[config.mk]
export PLATFORM = sky130hd
export DESIGN_NAME = spn_round
export DESIGN_NICKNAME = d
export VERILOG_FILES = /design/src/rtl/spn_round_pkg.sv /design/src/rtl/spn_sbox_layer.sv /design/src/rtl/spn_diffuse.sv /design/src/rtl/spn_round_core.sv /design/src/rtl/spn_pipe_stage.sv /design/src/rtl/spn_round.sv
export SDC_FILE = /design/constraint.sdc
export NUM_CORES = 1
export LEC_CHECK = 0
export BUFFER_PORTS_ARGS = -buffer_cell sky130_fd_sc_hd__clkbuf_2
export CAP_MARGIN = 20
export CELL_PAD_IN_SITES_DETAIL_PLACEMENT = 1
export CELL_PAD_IN_SITES_GLOBAL_PLACEMENT = 2
export CORE_MARGIN = 3
export CORE_UTILIZATION = 34
export CTS_BUF_LIST = sky130_fd_sc_hd__clkbuf_8
export CTS_CLUSTER_DIAMETER = 100
export DETAILED_ROUTE_END_ITERATION = 16
export PLACE_DENSITY = 0.89
export SYNTH_ARGS = -nofsm -noshare
export SYNTH_HDL_FRONTEND = slang
export SYNTH_SLANG_ARGS = --single-unit
[constraint.sdc]
create_clock -name clk -period 2 [get_ports clk]
set_clock_uncertainty 0.1 [all_clocks]
set_input_delay 0.2 -clock clk [delete_from_list [all_inputs] [get_ports clk]]
set_output_delay 0.2 -clock clk [all_outputs]
set_load 0.1 [all_outputs]
[src/rtl/spn_round_pkg.sv]
package spn_round_pkg;
  localparam int unsigned NIB_W  = 4;
  localparam int unsigned NIB_N  = 4;
  localparam int unsigned WORD_W = NIB_W * NIB_N;

  // Box k, entry x is bits 4x+3:4x of row k.
  localparam logic [NIB_N-1:0][63:0] SBOX_ROWS = {
    64'h973C_AFB4_E650_28D1,
    64'hA0C6_9E51_DF27_83B4,
    64'h6594_8DC7_3B1E_F0A2,
    64'h4AD7_306C_F5E1_B289
  };

  typedef logic [NIB_W-1:0]             nib_t;
  typedef logic [NIB_N-1:0][NIB_W-1:0]  word_nibs_t;

  function automatic nib_t sbox_lookup(input int unsigned box, input nib_t x);
    logic [63:0] row;
    row = SBOX_ROWS[box];
    return row[x*NIB_W +: NIB_W];
  endfunction
endpackage

[src/rtl/spn_sbox_layer.sv]
module spn_sbox_layer
  import spn_round_pkg::*;
(
  input  word_nibs_t nibs_in,
  output word_nibs_t nibs_out
);
  for (genvar g = 0; g < NIB_N; g++) begin : g_box
    always_comb nibs_out[g] = sbox_lookup(g, nibs_in[g]);
  end
endmodule

[src/rtl/spn_diffuse.sv]
module spn_diffuse
  import spn_round_pkg::*;
(
  input  nib_t       seed,
  input  word_nibs_t subst,
  output word_nibs_t mixed
);
  word_nibs_t chain;

  // running XOR chain, step j folds in box j
  for (genvar j = 0; j < NIB_N; j++) begin : g_chain
    if (j == 0) begin : g_first
      always_comb chain[j] = seed ^ subst[j];
    end else begin : g_next
      always_comb chain[j] = chain[j-1] ^ subst[j];
    end
  end

  // bit b of output nibble k comes from step (k + b) mod NIB_N
  for (genvar k = 0; k < NIB_N; k++) begin : g_onib
    for (genvar b = 0; b < NIB_W; b++) begin : g_obit
      localparam int unsigned SRC = (k + b) % NIB_N;
      always_comb mixed[k][b] = chain[SRC][b];
    end
  end
endmodule

[src/rtl/spn_round_core.sv]
module spn_round_core
  import spn_round_pkg::*;
(
  input  logic [WORD_W-1:0] data,
  input  logic [WORD_W-1:0] key,
  output logic [WORD_W-1:0] result
);
  word_nibs_t keyed;
  word_nibs_t subst;
  word_nibs_t mixed;

  always_comb keyed = word_nibs_t'(data ^ key);

  spn_sbox_layer u_boxes (
    .nibs_in  (keyed),
    .nibs_out (subst)
  );

  spn_diffuse u_mix (
    .seed  (keyed[NIB_N-1]),
    .subst (subst),
    .mixed (mixed)
  );

  always_comb result = WORD_W'(mixed) ^ key;
endmodule

[src/rtl/spn_pipe_stage.sv]
module spn_pipe_stage #(
  parameter int unsigned W = 16
) (
  input  logic         clk,
  input  logic         rst_n,
  input  logic         up_valid,
  output logic         up_ready,
  input  logic [W-1:0] up_data,
  output logic         dn_valid,
  input  logic         dn_ready,
  output logic [W-1:0] dn_data
);
  logic take;

  always_comb up_ready = !dn_valid || dn_ready;
  always_comb take     = up_valid && up_ready;

  always_ff @(posedge clk or negedge rst_n) begin
    if (!rst_n) begin
      dn_valid <= 1'b0;
      dn_data  <= '0;
    end else begin
      if (up_ready) dn_valid <= up_valid;
      if (take)     dn_data  <= up_data;
    end
  end
endmodule

[src/rtl/spn_round.sv]
module spn_round
  import spn_round_pkg::*;
(
  input  logic              clk,
  input  logic              rst_n,
  input  logic              in_valid,
  output logic              in_ready,
  input  logic [WORD_W-1:0] in_data,
  input  logic [WORD_W-1:0] in_key,
  output logic              out_valid,
  input  logic              out_ready,
  output logic [WORD_W-1:0] out_result
);
  logic [WORD_W-1:0] comb_result;

  spn_round_core u_core (
    .data   (in_data),
    .key    (in_key),
    .result (comb_result)
  );

  spn_pipe_stage #(.W(WORD_W)) u_stage (
    .clk      (clk),
    .rst_n    (rst_n),
    .up_valid (in_valid),
    .up_ready (in_ready),
    .up_data  (comb_result),
    .dn_valid (out_valid),
    .dn_ready (out_ready),
    .dn_data  (out_result)
  );
endmodule

==> results of run 1 <==
## power breakdown
part / total (uW) / switching (uW) / internal (uW)
Clock: 245 / 109 / 136
Combinational: 2650 / 1810 / 842
Sequential: 565 / 77.5 / 488
## area by class of cell
cell class | count | area (um2) | area share
inverters | 8 | 30.0 | 0.0109
clock buffers | 3 | 41.3 | 0.0149
well taps | 67 | 83.8 | 0.0303
repair buffers | 111 | 738 | 0.267
multi-input cells | 143 | 1440 | 0.521
flip-flops and latches | 17 | 427 | 0.154
clock inverters | 1 | 3.75 | 0.00136
## per-stage QoR
stage               utilization  instances  instance area [um2]  setup TNS [ns]
global route              0.578        350                 2770          -0.781
floorplan                     -        171                 1750           -1.02
global placement          0.519        340                 2480           -2.22
finish                    0.578        350                 2770          -0.185
detailed placement        0.519        340                 2480           -3.38
CTS                       0.548        349                 2630          -0.229
## layer usage
layer / routed length (um) / track usage / share of wire / vias to the layer above
met4: 102 / 0.0580 / 0.019 / 0
met2: 2990 / 0.331 / 0.55 / 39
li1: - / - / - / 808
met1: 2160 / 0.202 / 0.40 / 813
met3: 167 / 0.0200 / 0.031 / 9
met5: 0 / 0 / 0 / -
## logic make-up (layout without fill, tap and decap cells)
kind of cell             count (synthesis)  after routing  synth area share
XOR/XNOR                                55             55             0.342
AND/OR/NAND/NOR                         34             34            0.0898
AO/OA/AOI/OAI                           32             32             0.124
flip-flops                              17             17             0.250
multiplexers                            12             12            0.0957
buffers and inverters                   11            123            0.0243
adder cells (fa/ha/maj)                 10             10            0.0736
## cells in the mapped netlist, types with 4 or more instances
library cell	count
xnor2_2	6
xor2_1	16
nor3_1	7
dfrtp_1	17
a21oi_1	4
xnor2_1	28
nor2_1	4
mux2_2	4
mux2i_1	5
nand2_1	17
o21ai_0	14
inv_1	8
ha_1	10
## registers in the layout (all words and copies together), names as in the netlist
register / cells
u_stage.dn_data: 16
u_stage.dn_valid: 1
## worst max-delay path by stage
| stage | start | to | slack [ns] | cells past startpoint |
|---|---|---|---|---|
| floorplan | in_data[0] | u_stage.dn_data[8] | -0.26 | 9 |
| detailed placement | in_key[1] | u_stage.dn_data[12] | -0.46 | 10 |
| global placement | in_key[1] | u_stage.dn_data[12] | -0.33 | 10 |
| CTS | in_data[1] | u_stage.dn_data[12] | -0.11 | 9 |
| finish | in_key[1] | u_stage.dn_data[8] | -0.07 | 9 |
| global route | in_data[0] | u_stage.dn_data[12] | -0.20 | 10 |
## what timing repair did
action	CTS	global route
endpoints found under the hold margin	17	0
pin swaps	10	11
setup endpoints to repair	5	12
hold buffers	1	0
resized for setup	9	29
setup buffers	4	3
==> metrics.cfg, run 1 <==
[outcome]
status = finished, violations left
violations = setup timing

[detailed_routing]
drc = 0
ant_nets = 0
drtIter0Drc = 62
wl_per_cell_um = 15.5
viasPerCell = 4.77
dr.pass1.iters = 4
routed_wl_um = 5420
vias = 1669

[cts]
root_buffer = clkbuf_8
numCtsBuffers = 3
clock_tree.buffer_depth = 2
path_clk_slew_ns = 0.06
h-tree-depth = 1
clk_latency_ns = 0.25
cts.sinks = 17
cts_tree = built

[critical_path]
critPathArrivalTime_ns = 2.11
r2r-end = u_stage.dn_data[10]
crit_slowest_cell = mux4_2
cp-start-kind = input port
reg2reg_depth = 4
reg2reg_slack_ns = 0.70
critical_path_class = input port to flop
cp_num_buf_inv = 1
rr_startpoint = u_stage.dn_valid
cp-end-kind = flop
slowest_delay_ns = 0.53
worstPathCellList = clkbuf_8 > xor2_4 > ha_4 > mux4_2 > xnor2_4 > xor2_2 > xnor2_2 > xnor2_1 > o21ai_1
crit_path_max_fanout = 3
cp_top_family = XOR/XNOR gates
required_ns = 2.04

[sta]
hold_viol_final = 0
layout_setup_ws_ns = -0.0708
finalSetupViolCount = 4
drv_slew = 0
fin_crit_ns = 2.07
fmax_mhz = 483
rsz0062_at_grt = true
worst_slew_pin_slew_ns = 0.553
fin_crit_sh = 1.04
max_slew_margin = 0.633
hold_ws_ns = 0.0605

[synth]
syn_area_um2 = 1700
ys_warn_count = 0
synthDistinctLibCells = 33
seq_area_frac_synth = 0.250
synthesis.nets = 217
yosys.area.top_type = dfrtp_1
synth_flop_cell = dfrtp_1
synth_edf_count = 0
synth_cells = 171
synth-seq-cells = 17
async_flop_share = 1.00
syn_area_per_cell_um2 = 9.94
yosysTopAreaCellShare = 0.250
synth.area.top_cells = dfrtp_1 (25%), xnor2_1 (14%), xor2_1 (8.2%)

[global_route]
gr-total-overflow = 0
antenna_found_initial = 0
grt_pass1_vias = 1772
grt_usage = 0.175
grt_start_max_net_pins = 18
grt_pass1_wl_um = 8340

[pwr]
p_leak_uw = 0.00132
power_uw = 3460
p_per_area_nw_per_um2 = 1250
ir_drop_mv = 0.618

[placed_design]
pre_cts_ws_ns = -0.456
gp_congestion = 0.780
hpwl_um = 4130
port_buffers = 53

[die]
die_area_um2 = 5890
start_util = 0.355
coreArea_um2 = 4790
die_h_um = 76.7
die_w_um = 76.7
ios = 54
num_rows = 25

[finish]
final_cell_mix = buf_4 (57), clkbuf_2 (48), xnor2_1 (19)
diodes = 0
synthToLayoutAreaGrowth_pct = 62.7
drive_above_1_share = 0.558
final_common_cell = buf_4
n_fill_cell = 564
nNetsFinal = 330

[worst_hold_path]
min_to = u_stage.dn_valid
hold_path_depth = 2
min_from = in_valid
hp-class = input port to flop

[flow_run]
max_cap_viol_count = 0

Note: power is estimated with default switching activity, not from simulation.
==> inputs of run 2 (changes only) <==
Settings changed: RECOVER_POWER from default to 100, SETUP_SLACK_MARGIN from default to 0.3.
==> run 2 against run 1 <==
- the run still ends with setup timing left
- fmax down 6.6%
- highest routed layer unchanged
- total power up 3.0%
- sequential cell count unchanged
- die area unchanged
==> metrics.cfg, run 2 (same netlist as run 1, synthesis figures left out) <==
[detailed_routing]
ant_nets = 0
drc = 0
drtIter0Drc = 52
dr.pass1.iters = 4
routed_wl_um = 6430
wl_per_cell_um = 18.3
vias = 1718
viasPerCell = 4.88

[sta]
layout_setup_ws_ns = -0.217
worst_slew_pin_slew_ns = 1.16
max_slew_margin = 0.227
rsz0062_at_grt = true
finalSetupViolCount = 7
fmax_mhz = 451
fin_crit_ns = 2.22
hold_viol_final = 0
drv_slew = 0
fin_crit_sh = 1.11

[global_route]
grt_usage = 0.218
gr-total-overflow = 0
antenna_found_initial = 0
grt_pass1_wl_um = 9980
grt_start_max_net_pins = 31
grt_pass1_vias = 1906

[finish]
largest_reg_flops = 16
largestRegisters = u_stage.dn_data (16), u_stage.dn_valid (1)
diodes = 0
final_common_cell = buf_4
synthToLayoutAreaGrowth_pct = 72.8
final_cell_mix = buf_4 (52), clkbuf_2 (45), nand2_1 (16), dfrtp_1 (16), xnor2_2 (14)
drive_above_1_share = 0.579
fin_area_um2 = 2940
finish.utilization = 0.614
nNetsFinal = 332
regMostFlops = u_stage.dn_data
n_fill_cell = 546

[worst_hold_path]
hp-class = input port to flop

[critical_path]
critPathArrivalTime_ns = 2.23
cp-end-kind = flop
cp_num_buf_inv = 2
slowest_delay_ns = 0.52
crit_path_max_fanout = 3
crit_slowest_cell = mux4_2
critical_path_class = input port to flop
required_ns = 2.02
cp_top_family = XOR/XNOR gates
cp-start-kind = input port
worstPathCellList = clkbuf_16 > xor2_4 > inv_2 > ha_4 > mux4_2 > xnor2_4 > xor2_2 > xnor2_2 > xnor2_1 > o21ai_1

[cts]
clock_tree.buffer_depth = 2
cts_tree = built
cts.sinks = 17
path_clk_slew_ns = 0.07
numCtsBuffers = 3
clk_latency_ns = 0.25
root_buffer = clkbuf_8
h-tree-depth = 1

[die]
start_util = 0.355
ios = 54
coreArea_um2 = 4790
num_rows = 25
die_w_um = 76.7
die_area_um2 = 5890
die_h_um = 76.7

[flow_run]
max_cap_viol_count = 0

[placed_design]
gp_congestion = 0.827
placed_area_um2 = 2580
port_buffers = 53
hpwl_um = 4380

[pwr]
p_per_area_nw_per_um2 = 1210
p_leak_uw = 0.00138
ir_drop_mv = 0.774
power_uw = 3570

[outcome]
status = finished, violations left
violations = setup timing

[run 2: cell count changes in the layout (fill, tap and decap cells not counted), sizes merged]
cell,before,now
clkbuf,52,57
buf,61,58
[run 2: what timing repair did]
item,4_1_cts,5_1_grt
setup buffers,7,2
pin swaps,19,9
gates cloned,0,0
hold buffers,1,0
resized for setup,27,19
setup endpoints to repair,14,16
hold endpoints to repair,17,0
[run 2: worst paths after layout]
kind                                    start            endpoint  slack [ns]  cells after the start
min in group asynchronous               rst_n  u_stage.dn_data[9]        0.52                      2
hold / removal                       in_valid    u_stage.dn_valid        0.06                      2
setup / recovery                   in_data[1]  u_stage.dn_data[8]       -0.22                     10
hold reg to reg            u_stage.dn_data[9]  u_stage.dn_data[9]        0.38                      2
max in group asynchronous               rst_n    u_stage.dn_valid        0.60                      2
setup reg to reg             u_stage.dn_valid  u_stage.dn_data[7]        0.47                      3
[run 2: final cells by class]
type | count | area (um2) | area share
tap | 67 | 83.8 | 0.0285
clock inverter | 1 | 3.75 | 0.00128
multi-input combinational | 143 | 1560 | 0.532
sequential | 17 | 429 | 0.146
timing repair buffer | 113 | 786 | 0.267
clock buffer | 3 | 41.3 | 0.0141
inverter | 8 | 30.0 | 0.0102
[run 2: metrics by stage]
step	hold slack, ns	setup slack (ns)	instances	TNS (ns)
final	0.0631	-0.217	352	-0.827
after floorplan	-0.196	-0.259	171	-0.620
after CTS	0.0680	-0.104	350	-0.225
after detailed placement	0.0685	-0.526	338	-3.53
after global routing	0.0633	-0.302	352	-1.51
after global placement	0.0559	-0.372	338	-2.00
[run 2: where the power goes]
| part | internal, uW | leakage (uW) | switching (uW) |
|---|---|---|---|
| logic | 876 | 0.00114 | 1840 |
| registers | 489 | 0.000206 | 98.7 |
| clock network | 137 | 0.0000269 | 123 |
| total | 1500 | 0.00138 | 2070 |
[run 2: per-layer routing]
metal  up-vias  track usage  part of all wire
li1        808            -                 -
met1       837        0.242              0.37
met2        56        0.420              0.55
met3        17       0.0340             0.046
met4         0       0.0670             0.037
met5         -            0                 0
==> inputs of run 3 (changes only) <==
Settings changed: CORE_UTILIZATION 34 to 37, PLACE_DENSITY 0.89 to 0.91, SYNTH_HIERARCHICAL from default to 1.
==> run 3 against run 2 <==
- the flow still finishes with violations (setup timing)
- register-to-register slack gained 0.16 ns
- worst hold slack gained 0.037 ns
- clock power grew 7%
- global-route usage grew 5.5 points
- synthesized cell count grew 7.0%
- setup slack lost 0.19 ns
- critical path depth grew 1
- fmax shrank 7.9%
- non-clock buffer count grew 20
- wire length grew 56%
- utilization grew 10 points
- die area grew 5.9%
- largest cell class unchanged
==> metrics.cfg, run 3 <==
[global_route]
grt_pass1_vias = 2311
use_met2 = 0.514
gr-total-overflow = 0
grt.met3_usage = 0.0454
grt_usage = 0.274
grt_start_max_net_pins = 18
busiest_layer = met2
grtUsageMet1 = 0.301
antenna_found_initial = 1
grt_pass1_wl_um = 12800

[detailed_routing]
wl_per_cell_um = 26.2
routed_wl_um = 10000
vias = 2049
viasPerCell = 5.38
ant_nets = 0
dr.pass1.iters = 4
drc = 0
drtIter0Drc = 137

[critical_path]
worstPathCellList = clkbuf_4 > xor2_4 > inv_2 > ha_2 > nor2_4 > a211o_1 > o21ai_4 > xnor2_2 > xnor3_1 > xor2_1 > mux2_2
cp_num_buf_inv = 2
cp-start-kind = input port
crit_slowest_cell = xnor3_1
cp_top_family = XOR/XNOR gates
rr_startpoint = u_stage/dn_valid
crit_path_end = u_stage/dn_data[12]
reg2reg_slack_ns = 0.63
cp-end-kind = flop
critPathArrivalTime_ns = 2.46
r2r-end = u_stage/dn_data[15]
critical_path_class = input port to flop
required_ns = 2.05
crit_path_max_fanout = 4
slowest_delay_ns = 0.38
cp-startpoint = in_key[4]
reg2reg_depth = 3
path_depth = 11

[finish]
fin_area_um2 = 3550
nNetsFinal = 371
diodes = 0
final_common_cell = buf_4
synthToLayoutAreaGrowth_pct = 80.4
regMostFlops = u_stage/dn_data
largest_reg_flops = 16
drive_above_1_share = 0.717
largestRegisters = u_stage/dn_data (16), u_stage/dn_valid (1)
final_cell_mix = buf_4 (68), clkbuf_2 (44), xor2_1 (20)

[placed_design]
hpwl_um = 5420
gp_congestion = 0.812
port_buffers = 53
placed_area_um2 = 2980

[die]
die_area_um2 = 6230
num_rows = 25
die_h_um = 78.9
start_util = 0.398
coreArea_um2 = 4940
die_w_um = 78.9
ios = 54

[sta]
tns_ns = -4.03
fin_crit_sh = 1.20
fmax_mhz = 415
worst_slew_pin_slew_ns = 1.18
finalSetupViolCount = 16
max_slew_margin = 0.214
drv_slew = 0
fin_crit_ns = 2.41
hold_viol_final = 0
layout_setup_ws_ns = -0.409
hold_ws_ns = 0.0999
rsz0062_at_grt = true

[pwr]
power_uw = 4550
p_leak_uw = 0.00170
ir_drop_mv = 1.16
p_per_area_nw_per_um2 = 1280

[synth]
yosysTopAreaCellShare = 0.216
synth_edf_count = 0
synth_flop_cell = dfrtp_1
async_flop_share = 1.00
seq_area_frac_synth = 0.216
synth.area.top_cells = dfrtp_1 (22%), xor2_1 (17%), ha_1 (13%)
ys_warn_count = 6
syn_area_per_cell_um2 = 10.8
synthesis.nets = 239
synth_cells = 183
ys_top_cells_by_count = xor2_1 (39), ha_1 (20), dfrtp_1 (17)
syn_area_um2 = 1970
synthMostInstantiatedCell = xor2_1
yosys.area.top_type = dfrtp_1
synth-seq-cells = 17
synthDistinctLibCells = 35

[outcome]
status = finished, violations left
violations = setup timing

[cts]
clk_latency_ns = 0.26
root_buffer = clkbuf_8
h-tree-depth = 1
numCtsBuffers = 3
clock_tree.buffer_depth = 2
cts.sinks = 17
cts_tree = built
path_clk_slew_ns = 0.09

[flow_run]
max_cap_viol_count = 0

[worst_hold_path]
hp-class = input port to flop

[run 3: timing repair]
action                                 in CTS  in global routing
endpoints found under the hold margin      17                  0
buffers inserted                            9                  6
resized for setup                          33                 44
pin swaps                                  17                 14
hold buffers                                1                  0
setup endpoints to repair                  16                 16
[run 3: how the worst min path moves through the flow]
stage,startpoint,endpoint,slack [ns],cells after the start
floorplan,rst_n,u_stage/dn_data[0],-0.20,0
global placement,rst_n,u_stage/dn_data[10],0.04,1
detailed placement,rst_n,u_stage/dn_data[11],0.06,1
CTS,in_valid,u_stage/dn_valid,0.1,2
global route,in_valid,u_stage/dn_valid,0.10,2
finish,in_valid,u_stage/dn_valid,0.1,2
[run 3: metal layers]
layer	vias up	share of wire
met3	48	0.058
met5	-	0.00070
met1	1013	0.38
met2	121	0.50
li1	865	-
met4	2	0.059
[run 3: cells by family after synthesis]
family / Yosys count / share of synthesized area
AND/OR/NAND/NOR: 22 / 0.0591
multiplexers: 23 / 0.168
adder cells (fa/ha/maj): 20 / 0.127
AO/OA/AOI/OAI: 27 / 0.0896
XOR/XNOR: 55 / 0.288
buffers and inverters: 19 / 0.0521
flip-flops: 17 / 0.216
[run 3: cell type report]
class / instances / area, um2
fillers: 505 / 1390
clock inverters: 1 / 3.75
multi-input cells: 147 / 1970
inverters: 13 / 48.8
well taps: 67 / 83.8
flip-flops and latches: 17 / 429
clock buffers: 3 / 41.3
repair buffers: 133 / 972
[run 3: per-stage QoR]
stage,cells,util,setup WS (ns)
5_1_grt,381,0.718,-0.455
3_3_place_gp,361,0.604,-0.475
6_report,381,0.718,-0.409
4_1_cts,375,0.666,-0.263
3_5_place_dp,361,0.604,-0.578
2_1_floorplan,183,-,-0.296
[run 3: power breakdown]
part           switching (uW)  internal [uW]  total, uW
sequential                151            511        662
combinational            2360           1250       3610
clock                     141            137        278
total                    2650           1900       4550
